`src/rtl/fsf_resonator_bank.sv`:
```
module fsf_resonator_bank #(
  parameter int DW = 12,
  parameter int NC = 16,
  parameter bit EN_DC = 1'b1,
  parameter bit EN_NYQ = 1'b1,
  parameter bit EN_QTR = 1'b1,
  parameter bit NEG_DC = 1'b0,
  parameter bit NEG_NYQ = 1'b1,
  parameter bit NEG_QTR = 1'b0,
  localparam int OW = DW + $clog2(NC) + 2
) (
  input  logic                 clk,
  input  logic                 rst,
  input  logic                 in_valid,
  input  logic signed [DW-1:0] in_x,
  output logic                 out_valid,
  output logic signed [OW-1:0] out_y
);

  if (NC % 4 != 0 || NC < 4) begin : g_bad_nc
    $error("NC must be a positive multiple of 4");
  end

  logic signed [DW-1:0] dly [NC];
  logic signed [OW-1:0] acc_dc, acc_nyq, qtr_d1, qtr_d2;

  wire signed [OW-1:0] x_ext   = {{(OW-DW){in_x[DW-1]}}, in_x};
  wire signed [OW-1:0] old_ext = {{(OW-DW){dly[NC-1][DW-1]}}, dly[NC-1]};
  wire signed [OW-1:0] comb    = x_ext - old_ext;

  wire signed [OW-1:0] dc_n  = comb + acc_dc;
  wire signed [OW-1:0] nyq_n = comb - acc_nyq;
  wire signed [OW-1:0] qtr_n = comb - qtr_d2;

  wire signed [OW-1:0] t_dc  = !EN_DC  ? '0 : (NEG_DC  ? -dc_n  : dc_n);
  wire signed [OW-1:0] t_nyq = !EN_NYQ ? '0 : (NEG_NYQ ? -nyq_n : nyq_n);
  wire signed [OW-1:0] t_qtr = !EN_QTR ? '0 : (NEG_QTR ? -qtr_n : qtr_n);

  always_ff @(posedge clk) begin
    if (rst) begin
      for (int i = 0; i < NC; i++) dly[i] <= '0;
      acc_dc    <= '0;
      acc_nyq   <= '0;
      qtr_d1    <= '0;
      qtr_d2    <= '0;
      out_y     <= '0;
      out_valid <= 1'b0;
    end else begin
      out_valid <= in_valid;
      if (in_valid) begin
        dly[0] <= in_x;
        for (int i = 1; i < NC; i++) dly[i] <= dly[i-1];
        acc_dc  <= dc_n;
        acc_nyq <= nyq_n;
        qtr_d1  <= qtr_n;
        qtr_d2  <= qtr_d1;
        out_y   <= t_dc + t_nyq + t_qtr;
      end
    end
  end

endmodule

```
`config.mk`:
```
export PLATFORM = sky130hd
export DESIGN_NAME = fsf_resonator_bank
export DESIGN_NICKNAME = d
export VERILOG_FILES = /design/src/rtl/fsf_resonator_bank.sv
export SDC_FILE = /design/constraint.sdc
export NUM_CORES = 1
export LEC_CHECK = 0
export BUFFER_PORTS_ARGS = -buffer_cell sky130_fd_sc_hd__buf_2
export CAP_MARGIN = 20
export CORE_MARGIN = 1.5
export CORE_UTILIZATION = 55
export CTS_CLUSTER_DIAMETER = 60
export DETAILED_ROUTE_END_ITERATION = 16
export GPL_ROUTABILITY_DRIVEN = 0
export PLACE_DENSITY_LB_ADDON = 0.2
export SLEW_MARGIN = 20
export SYNTH_ARGS = -nofsm -noshare
export SYNTH_HDL_FRONTEND = slang
export SYNTH_SLANG_ARGS = --single-unit
```
`constraint.sdc`:
```
create_clock -name clk -period 7.15 [get_ports clk]
set_input_delay 0.3575 -clock clk [delete_from_list [all_inputs] [get_ports clk]]
set_output_delay 0.3575 -clock clk [all_outputs]
set_load 0.01 [all_outputs]
```
==> Implementation_results.wiki, run 1 <==
{| class="wikitable"
! Metric !! Value
|-
| Outcome || finished clean
|-
| Routed Wire Length || 25.69 mm
|-
| Number of global-route vias before repair || 8694
|-
| Number of buffer and inverter stages on the critical path || 1
|-
| Top-area cell type share of the netlist area || 0.4070
|-
| Number of port buffers || 33
|-
| Share of the core filled with cells || 0.6211
|-
| Number of enable flip-flop cells after synthesis || 192
|-
| First-pass GRT wire length || 43.47 mm
|-
| Number of buffers added by the clock tree synthesis step || 30
|-
| Total DRC errors in the routed layout || 0
|-
| Cell with the largest stage delay on the worst path || sky130_fd_sc_hd__fa_1
|-
| Top-level port count || 34
|-
| Row Count || 58
|-
| Post-synthesis instance area || 14160 µm²
|-
| Antenna violations before repair || 0
|-
| CTS H-tree depth || 1
|-
| Cell with the most instances after synthesis || sky130_fd_sc_hd__edfxtp_1
|-
| Setup violation total in the final timing report || 0
|-
| Hold slack || 116.0 ps
|-
| Clk buf depth || 3
|-
| Dominant cell type by count on the critical path || sky130_fd_sc_hd__o21ai_0
|-
| First-pass detailed-route iteration total || 5
|-
| Synth unique cells || 64
|-
| Clock Root Buffer || sky130_fd_sc_hd__clkbuf_16
|-
| Synthesized netlist cell count || between 1000 and 1500
|-
| Horizontal extent of the die || 163.5 µm
|-
| Largest stage delay, worst path || about 470 ps
|-
| Diodes inserted || 0
|-
| Clock transition at the registers of the reported paths || 60 ps
|-
| Worst-Margin Slew || ~1000 ps
|-
| Fmax || 154.4 MHz
|-
| Number of vias after detailed routing || 8777
|-
| 1st-iter DRT viols || around 570
|-
| Share of the cycle needed by the critical path after routing || 0.9060
|-
| Most numerous cell types in the synthesized netlist || sky130_fd_sc_hd__edfxtp_1 (192), sky130_fd_sc_hd__and2_1 (127), sky130_fd_sc_hd__nor2_1 (103)
|-
| Leftover overflow at the end of global routing || 0
|-
| WL per Instance || between 15 and 20 µm
|-
| Worst min-delay path category || input pin to flop
|-
| Insertion delay of the later-clocked pin in the worst-skew pair || 570 ps
|-
| Post-CTS setup-driven buffer insertion count || 0
|-
| Share of final-layout standard cells stronger than drive strength 1 || 0.07563
|-
| Via count normalized by instance count || approximately 5.4
|-
| Final setup skew || 26.59 ps
|-
| Setup_tns || 0 ps
|-
| Filler Cell Count || 2034
|-
| Async S/R FF share, synth || 0
|-
| Number of pins with negative max-slew slack in the final report || 0
|-
| Register bit total from synthesis || approximately 280
|-
| Relative slew slack || 0.3274
|-
| Area added between synthesis and finish || 10.73%
|-
| Crit start category || flop
|-
| Cell types occupying the most area after synthesis || sky130_fd_sc_hd__edfxtp_1 (41%), sky130_fd_sc_hd__dfxtp_1 (13%), sky130_fd_sc_hd__ha_1 (7.2%)
|-
| Pin count of the biggest net entering global routing || 97
|-
| Maximum fanout count along the critical path || 4
|-
| Clock net sink count || 283
|-
| Die outline area || 26730 µm²
|-
| Nets || 1404
|-
| Kind of critical path || flop to flop
|-
| Minimum period implied by the final worst setup slack || 6478 ps
|-
| Final hold violation count || 0
|-
| Fraction of the yosys area taken by sequential cells || 0.5356
|-
| Unrepaired setup endpoints after global routing || no
|-
| Category of cells accounting for the largest share of critical-path delay || compound AO/OA/AOI/OAI gates
|-
| Initial Util || 0.5609
|-
| Kind of capture point of the worst setup path || flop
|-
| CTS tree || yes
|-
| Number of nets still failing antenna checks after routing || 0
|-
| Net count of the mapped netlist || 1373
|-
| Area of the core || 25250 µm²
|-
| Arrival @ worst endpoint || between 6000 and 7000 ps
|-
| Data required, critical path || about 7600 ps
|-
| Floorplan die height || 163.5 µm
|-
| Mean Syn Cell Area || 11.28 µm²
|-
| Synth warn || 0
|-
| DP Wirelength || 16.40 mm
|-
| Most used DFF post-synth || sky130_fd_sc_hd__edfxtp_1
|-
| Global-route usage over all layers || 0.2021
|-
| Cell taking the most area after synthesis || sky130_fd_sc_hd__edfxtp_1
|-
| Max-capacitance violation count || 0
|}
kinds of logic (layout without fill, tap and decap cells):
group	Yosys count	in the layout	synth area share
AOI/OAI and AO/OA	209	209	0.1001
xor gates and xnor gates	61	61	0.03922
adders and majority gates	102	102	0.1012
buffers and inverters	134	187	0.03551
DFF	283	283	0.5356
muxes	37	37	0.02623
and+or+nand+nor	430	430	0.1621
repair_timing:
action | in CTS | in global routing
hold buffers | 0 | 0
hold endpoints to repair | 0 | 0
setup endpoints to repair | 0 | 2
resized for setup | 0 | 4
metrics by stage:
step	instances	setup WS [ps]	instance area (µm²)
after floorplan	1256	1325	14160
after global placement	1585	649.3	14660
after detailed placement	1585	500.5	14660
after CTS	1639	510.5	15670
after global routing	1639	25.07	15690
final	1639	671.9	15690
registers in the layout, indices dropped and copies added (netlist names):
name,flops
acc_nyq,18
qtr_d1,18
qtr_d2,18
out_y,18
out_valid,1
acc_dc,18
dly,192
layer usage:
metal,global-route usage,wire length [µm],vias to the layer above
li1,-,-,4407
met1,0.2980,12920,4173
met2,0.3114,11200,142
met3,0.02489,770,55
met4,0.06405,793,0
met5,0,0,-
placed cells by master, fill, tap and decap left out, types with 28 or more instances in the layout:
master,netlist,layout
sky130_fd_sc_hd__a21oi_1,44,44
sky130_fd_sc_hd__and2_1,127,127
sky130_fd_sc_hd__buf_2,0,32
sky130_fd_sc_hd__clkbuf_16,0,30
sky130_fd_sc_hd__dfxtp_1,91,91
sky130_fd_sc_hd__edfxtp_1,192,192
sky130_fd_sc_hd__ha_1,81,81
sky130_fd_sc_hd__inv_1,91,89
sky130_fd_sc_hd__mux2i_1,36,36
sky130_fd_sc_hd__nand2_1,51,51
sky130_fd_sc_hd__nor2_1,103,102
sky130_fd_sc_hd__nor2b_1,97,97
sky130_fd_sc_hd__o21ai_0,44,43
sky130_fd_sc_hd__xnor2_1,31,31
sky130_fd_sc_hd__xor2_1,28,28
path summary, 6_finish.rpt:
path,from,to,slack (ps),cells past startpoint
setup / recovery,dly[0][181],out_y[17],670,27
hold / removal,in_x[2],dly[0][2],120,2
setup reg to reg,dly[0][181],out_y[17],670,27
hold reg to reg,out_y[9],out_y[9],450,2
layout make-up:
| class | count | area (µm²) | share of cell area |
|---|---|---|---|
| Clock buffer | 36 | 783.3 | 0.04994 |
| Clock inverter | 18 | 235.2 | 0.01500 |
| Inverter | 92 | 350.3 | 0.02234 |
| Multi-Input combinational cell | 839 | 6088 | 0.3882 |
| Sequential cell | 283 | 7587 | 0.4837 |
| Tap cell | 330 | 412.9 | 0.02632 |
| Timing Repair Buffer | 41 | 227.7 | 0.01452 |
Power of run 1 is not shown: default switching activity piles up to over one toggle a cycle in this logic, so the estimate is an artifact.
==> run 2, diff against run 1 <==
Settings changed: ABC_AREA from default to 0, CORE_ASPECT_RATIO from default to 0.8.
==> Implementation_results.wiki, run 2 (synthesized netlist as in run 1, its figures left out) <==
{| class="wikitable"
! Metric !! Value
|-
| Maximum fanout count along the critical path || 5
|-
| Hold EP || dly[0][2]
|-
| Number of pins with negative max-slew slack in the final report || 0
|-
| Top-level port count || 34
|-
| Worst R2R End || out_y[17]
|-
| CTS H-tree depth || 1
|-
| Insertion delay of the later-clocked pin in the worst-skew pair || 550 ps
|-
| Top reg by flops || dly
|-
| Kind of critical path || flop to flop
|-
| Max-capacitance violation count || 0
|-
| Nets || 1400
|-
| Pin count of the biggest net entering global routing || 141
|-
| First-pass detailed-route iteration total || 5
|-
| Category of cells accounting for the largest share of critical-path delay || compound AO/OA/AOI/OAI gates
|-
| Number of vias after detailed routing || 8799
|-
| WL per Instance || 15.72 µm
|-
| Hold slack || around 120 ps
|-
| Final setup skew || roughly 19 ps
|-
| Horizontal extent of the die || 182.4 µm
|-
| CTS tree || yes
|-
| Diodes inserted || 0
|-
| Area of the core || between 20000 and 30000 µm²
|-
| Most common library cell in the layout ignoring fill and taps || sky130_fd_sc_hd__edfxtp_1
|-
| Number of buffers added by the clock tree synthesis step || 28
|-
| Clock Root Buffer || sky130_fd_sc_hd__clkbuf_16
|-
| Clk buf depth || 3
|-
| Cell with the largest stage delay on the worst path || sky130_fd_sc_hd__fa_1
|-
| Area added between synthesis and finish || 10.10%
|-
| DP Wirelength || approximately 16 mm
|-
| Number of nets still failing antenna checks after routing || 0
|-
| 1st-iter DRT viols || 596
|-
| Post-CTS setup-driven buffer insertion count || 0
|-
| Source of the worst register-to-register timing path || dly[0][181]
|-
| First-pass GRT wire length || 42.97 mm
|-
| Via count normalized by instance count || 5.401
|-
| Filler Cell Count || 2005
|-
| Largest stage delay, worst path || 500 ps
|-
| Minimum period implied by the final worst setup slack || 6549 ps
|-
| Share of the cycle needed by the critical path after routing || 0.9159
|-
| Cell count of the worst hold path || 2
|-
| Flip-flop count of the largest register, all copies and words added || 192
|-
| Worst-case register-to-register setup slack || ~600 ps
|-
| Relative slew slack || 0.2875
|-
| Total DRC errors in the routed layout || 0
|-
| Worst min-delay path category || input pin to flop
|-
| Number of port buffers || 33
|-
| Post-route insts no fill || 1629
|-
| Number of global-route vias before repair || 8457
|-
| Register-to-Register Path Depth || 28
|-
| Clock transition at the registers of the reported paths || 60 ps
|-
| Number of buffer and inverter stages on the critical path || 2
|-
| Worst-Margin Slew || 1062 ps
|-
| Share of final-layout standard cells stronger than drive strength 1 || 0.07586
|-
| Final hold violation count || 0
|-
| Row Count || 52
|-
| Unrepaired setup endpoints after global routing || no
|-
| Most frequent cells in the layout || sky130_fd_sc_hd__edfxtp_1 (192), sky130_fd_sc_hd__and2_1 (127), sky130_fd_sc_hd__nor2_1 (102), sky130_fd_sc_hd__nor2b_1 (97), sky130_fd_sc_hd__dfxtp_1 (91)
|-
| Clock net sink count || 283
|-
| Fmax || 152.7 MHz
|-
| Arrival @ worst endpoint || 6980 ps
|-
| Floorplan die height || 146.5 µm
|-
| Share of the core filled with cells || 0.6162
|-
| Setup violation total in the final timing report || 0
|-
| Data required, critical path || 7580 ps
|-
| Die outline area || 26730 µm²
|-
| Setup_tns || 0 ps
|-
| Placed cell count || 1577
|-
| Crit start category || flop
|-
| Routed Wire Length || 25.62 mm
|-
| Outcome || finished clean
|-
| Launch point of the worst hold path || in_x[2]
|-
| Kind of capture point of the worst setup path || flop
|-
| Global-route usage over all layers || 0.1985
|-
| Leftover overflow at the end of global routing || 0
|-
| Initial Util || 0.5597
|-
| Antenna violations before repair || 0
|}
## run 2: changes by cell type in the layout (fill, tap and decap cells not counted), moves of 2 or more
cell	before	now
sky130_fd_sc_hd__clkinv_1	7	3
sky130_fd_sc_hd__clkinvlp_4	1	5
sky130_fd_sc_hd__buf_4	9	7
sky130_fd_sc_hd__clkbuf_16	30	28
## run 2: routing by layer
metal / global-route usage / vias to the layer above / wire length [µm]
met3: 0.02619 / 28 / 898
met1: 0.3061 / 4202 / 13430
met5: 0 / - / 0
li1: - / 4424 / -
met2: 0.2985 / 145 / 10870
met4: 0.04545 / 0 / 422
## run 2: how the worst max path moves through the flow
stage | start | endpoint | slack (ps) | cells past startpoint
CTS | dly[0][181] | out_y[17] | 330 | 29
global route | dly[0][181] | out_y[17] | 70 | 27
floorplan | dly[0][181] | out_y[17] | 1320 | 28
global placement | in_x[1] | out_y[17] | 630 | 27
detailed placement | in_x[1] | out_y[17] | 430 | 27
finish | dly[0][181] | out_y[17] | 600 | 28
## run 2: what timing repair did
action	CTS	global route
resized for setup	0	4
endpoints found under the setup margin	0	1
hold buffers	0	0
## run 2: final cells by class
cell class                      instances  area [µm²]  area share
Inverter                               92       354.1     0.02271
Clock inverter                         19       227.7     0.01460
Sequential cell                       283        7587      0.4865
Timing Repair Buffer                   39       212.7     0.01364
Multi-Input combinational cell        839        6088      0.3904
Tap cell                              324       405.4     0.02599
Clock buffer                           33       719.4     0.04613
## run 2: worst reg2reg max path, delay by kind of cell (launching register included)
| family | cells | cell delay, ps |
|---|---|---|
| compound gates | 13 | 2520 |
| xor+xnor | 3 | 860 |
| flops | 1 | 380 |
| buf+inv | 2 | 100 |
| fa+ha+maj | 4 | 1330 |
| simple gates | 6 | 1260 |
## run 2: per-stage QoR
stage                     worst slack (ps)  cell area (µm²)
after CTS                            326.8            15580
after floorplan                       1325            14160
after global routing                 71.56            15600
after detailed placement             433.9            14640
after global placement               625.6            14640
final                                601.5            15600
Power of run 2 is left out for the same reason.
==> run 3, diff against run 2 <==
Settings changed: PLACE_DENSITY from default to 0.71, PLACE_DENSITY_LB_ADDON 0.2 to default.
==> Implementation_results.wiki, run 3 (synthesized netlist as in run 1, its figures left out) <==
{| class="wikitable"
! Metric !! Value
|-
| Dominant cell type by count on the critical path || sky130_fd_sc_hd__o21ai_0
|-
| Share of final-layout standard cells stronger than drive strength 1 || 0.07433
|-
| Worst R2R End || out_y[17]
|-
| First-pass detailed-route iteration total || 7
|-
| Largest stage delay, worst path || 500 ps
|-
| Number of pins with negative max-slew slack in the final report || 0
|-
| Setup_tns || 0 ps
|-
| Clock Root Buffer || sky130_fd_sc_hd__clkbuf_16
|-
| First-pass GRT wire length || roughly 42 mm
|-
| WL per Instance || about 16 µm
|-
| Multi-input combinational cell area || between 6000 and 7000 µm²
|-
| Top-level port count || 34
|-
| Unrepaired setup endpoints after global routing || no
|-
| Fmax || ~150 MHz
|-
| Post-route cell area || 15610 µm²
|-
| DP Wirelength || 16.38 mm
|-
| Area added between synthesis and finish || 10.19%
|-
| Register-to-Register Path Depth || 28
|-
| Cell with the largest stage delay on the worst path || sky130_fd_sc_hd__fa_1
|-
| Kind of critical path || flop to flop
|-
| Pin count of the biggest net entering global routing || 141
|-
| Area of the core || approximately 25000 µm²
|-
| Minimum period implied by the final worst setup slack || 6521 ps
|-
| Clk buf depth || 3
|-
| Post-DP Area || 14640 µm²
|-
| Reg area || 7587 µm²
|-
| Initial Util || 0.5597
|-
| Final hold violation count || 0
|-
| Nets || 1400
|-
| Hold EP || dly[0][2]
|-
| Outcome || finished clean
|-
| Clock net sink count || 283
|-
| Max-capacitance violation count || 0
|-
| Number of port buffers || 33
|-
| Global-route usage over all layers || 0.1976
|-
| Arrival @ worst endpoint || between 6000 and 7000 ps
|-
| Filler Cell Count || 2036
|-
| Row Count || 52
|-
| Source of the worst register-to-register timing path || dly[0][181]
|-
| Setup violation total in the final timing report || 0
|-
| Floorplan die height || approximately 150 µm
|-
| Hold-fix buffer count after cts || 0
|-
| Worst min-delay path category || input pin to flop
|-
| Clock transition at the registers of the reported paths || roughly 60 ps
|-
| Die outline area || 26730 µm²
|-
| Number of global-route vias before repair || 8335
|-
| Worst-Margin Slew || 986.1 ps
|-
| Data required, critical path || 7580 ps
|-
| Worst-case register-to-register setup slack || approximately 630 ps
|-
| Most frequent cells in the layout || sky130_fd_sc_hd__edfxtp_1 (192), sky130_fd_sc_hd__and2_1 (127), sky130_fd_sc_hd__nor2_1 (102), sky130_fd_sc_hd__nor2b_1 (97), sky130_fd_sc_hd__dfxtp_1 (91)
|-
| Final setup skew || ~25 ps
|-
| Resized Gates After CTS || 0
|-
| Placed cell count || between 1500 and 2000
|-
| Number of vias after detailed routing || 8803
|-
| Leftover overflow at the end of global routing || 0
|-
| Post-CTS setup-driven buffer insertion count || 0
|-
| Cell count of the worst hold path || 2
|-
| Horizontal extent of the die || 182.4 µm
|-
| Post-route insts no fill || ~1600
|-
| CTS H-tree depth || 1
|-
| Total DRC errors in the routed layout || 0
|-
| Maximum fanout count along the critical path || 5
|-
| Top reg by flops || dly
|-
| Most common library cell in the layout ignoring fill and taps || sky130_fd_sc_hd__edfxtp_1
|-
| Launch point of the worst hold path || in_x[2]
|-
| Routed Wire Length || ~26 mm
|-
| Insertion delay of the later-clocked pin in the worst-skew pair || about 550 ps
|-
| Share of the cycle needed by the critical path after routing || 0.9121
|-
| Diodes inserted || 0
|-
| Kind of capture point of the worst setup path || flop
|-
| Number of buffers added by the clock tree synthesis step || 28
|-
| Crit start category || flop
|-
| Via count normalized by instance count || 5.404
|-
| CTS tree || yes
|-
| Flip-flop count of the largest register, all copies and words added || 192
|-
| 1st-iter DRT viols || 709
|-
| Antenna violations before repair || 0
|-
| Relative slew slack || 0.3426
|-
| Share of the core filled with cells || 0.6167
|-
| Number of nets still failing antenna checks after routing || 0
|}
==> run 3: cell count changes in the layout (fill, tap and decap cells not counted), moves of 2 or more <==
| cell | delta |
|---|---|
| sky130_fd_sc_hd__inv_2 | +2 |
| sky130_fd_sc_hd__clkinv_4 | +2 |
| sky130_fd_sc_hd__clkinvlp_4 | -4 |
| sky130_fd_sc_hd__inv_6 | -2 |
| sky130_fd_sc_hd__o21ai_0 | +2 |
| sky130_fd_sc_hd__o21ai_1 | -2 |
==> run 3: area by class of cell <==
type,instances,share of cell area
flip-flops and latches,283,0.4861
multi-input cells,839,0.3893
clock buffers,34,0.04697
well taps,324,0.02597
inverters,92,0.02261
clock inverters,18,0.01515
repair buffers,39,0.01387
==> run 3: metal layers <==
layer / vias to the layer above / global-route usage / routed length [µm]
met4: 0 / 0.05331 / 600
met1: 4174 / 0.3031 / 12940
met2: 165 / 0.2937 / 10990
li1: 4420 / - / -
met3: 44 / 0.02844 / 1294
met5: - / 0 / 0
==> run 3: worst max-delay path, delay by kind of cell, from the launching register on <==
kind | cells | cell delay, ps
AO/OA/AOI/OAI | 13 | 2540
adder cells (fa/ha/maj) | 4 | 1320
AND/OR/NAND/NOR | 6 | 1240
XOR/XNOR | 3 | 830
flip-flops | 1 | 370
buffers and inverters | 2 | 90
==> run 3: worst max-delay path by stage <==
stage / from / end / slack [ps] / depth (start not counted)
6_report: dly[0][181] / out_y[17] / 630 / 28
5_1_grt: dly[0][181] / out_y[17] / 20 / 27
4_1_cts: dly[0][181] / out_y[17] / 590 / 27
3_5_place_dp: in_x[1] / out_y[17] / 580 / 27
3_3_place_gp: in_x[1] / out_y[17] / 670 / 27
2_1_floorplan: dly[0][181] / out_y[17] / 1320 / 28
==> run 3: metrics by stage <==
| stage | hold slack, ps | setup slack, ps |
|---|---|---|
| global placement | 438.1 | 668.4 |
| finish | 119.6 | 628.7 |
| CTS | 90.15 | 591.5 |
| global route | 114.1 | 21.67 |
| floorplan | 424.8 | 1325 |
| detailed placement | 442.4 | 577.2 |
Power of run 3 is left out for the same reason.
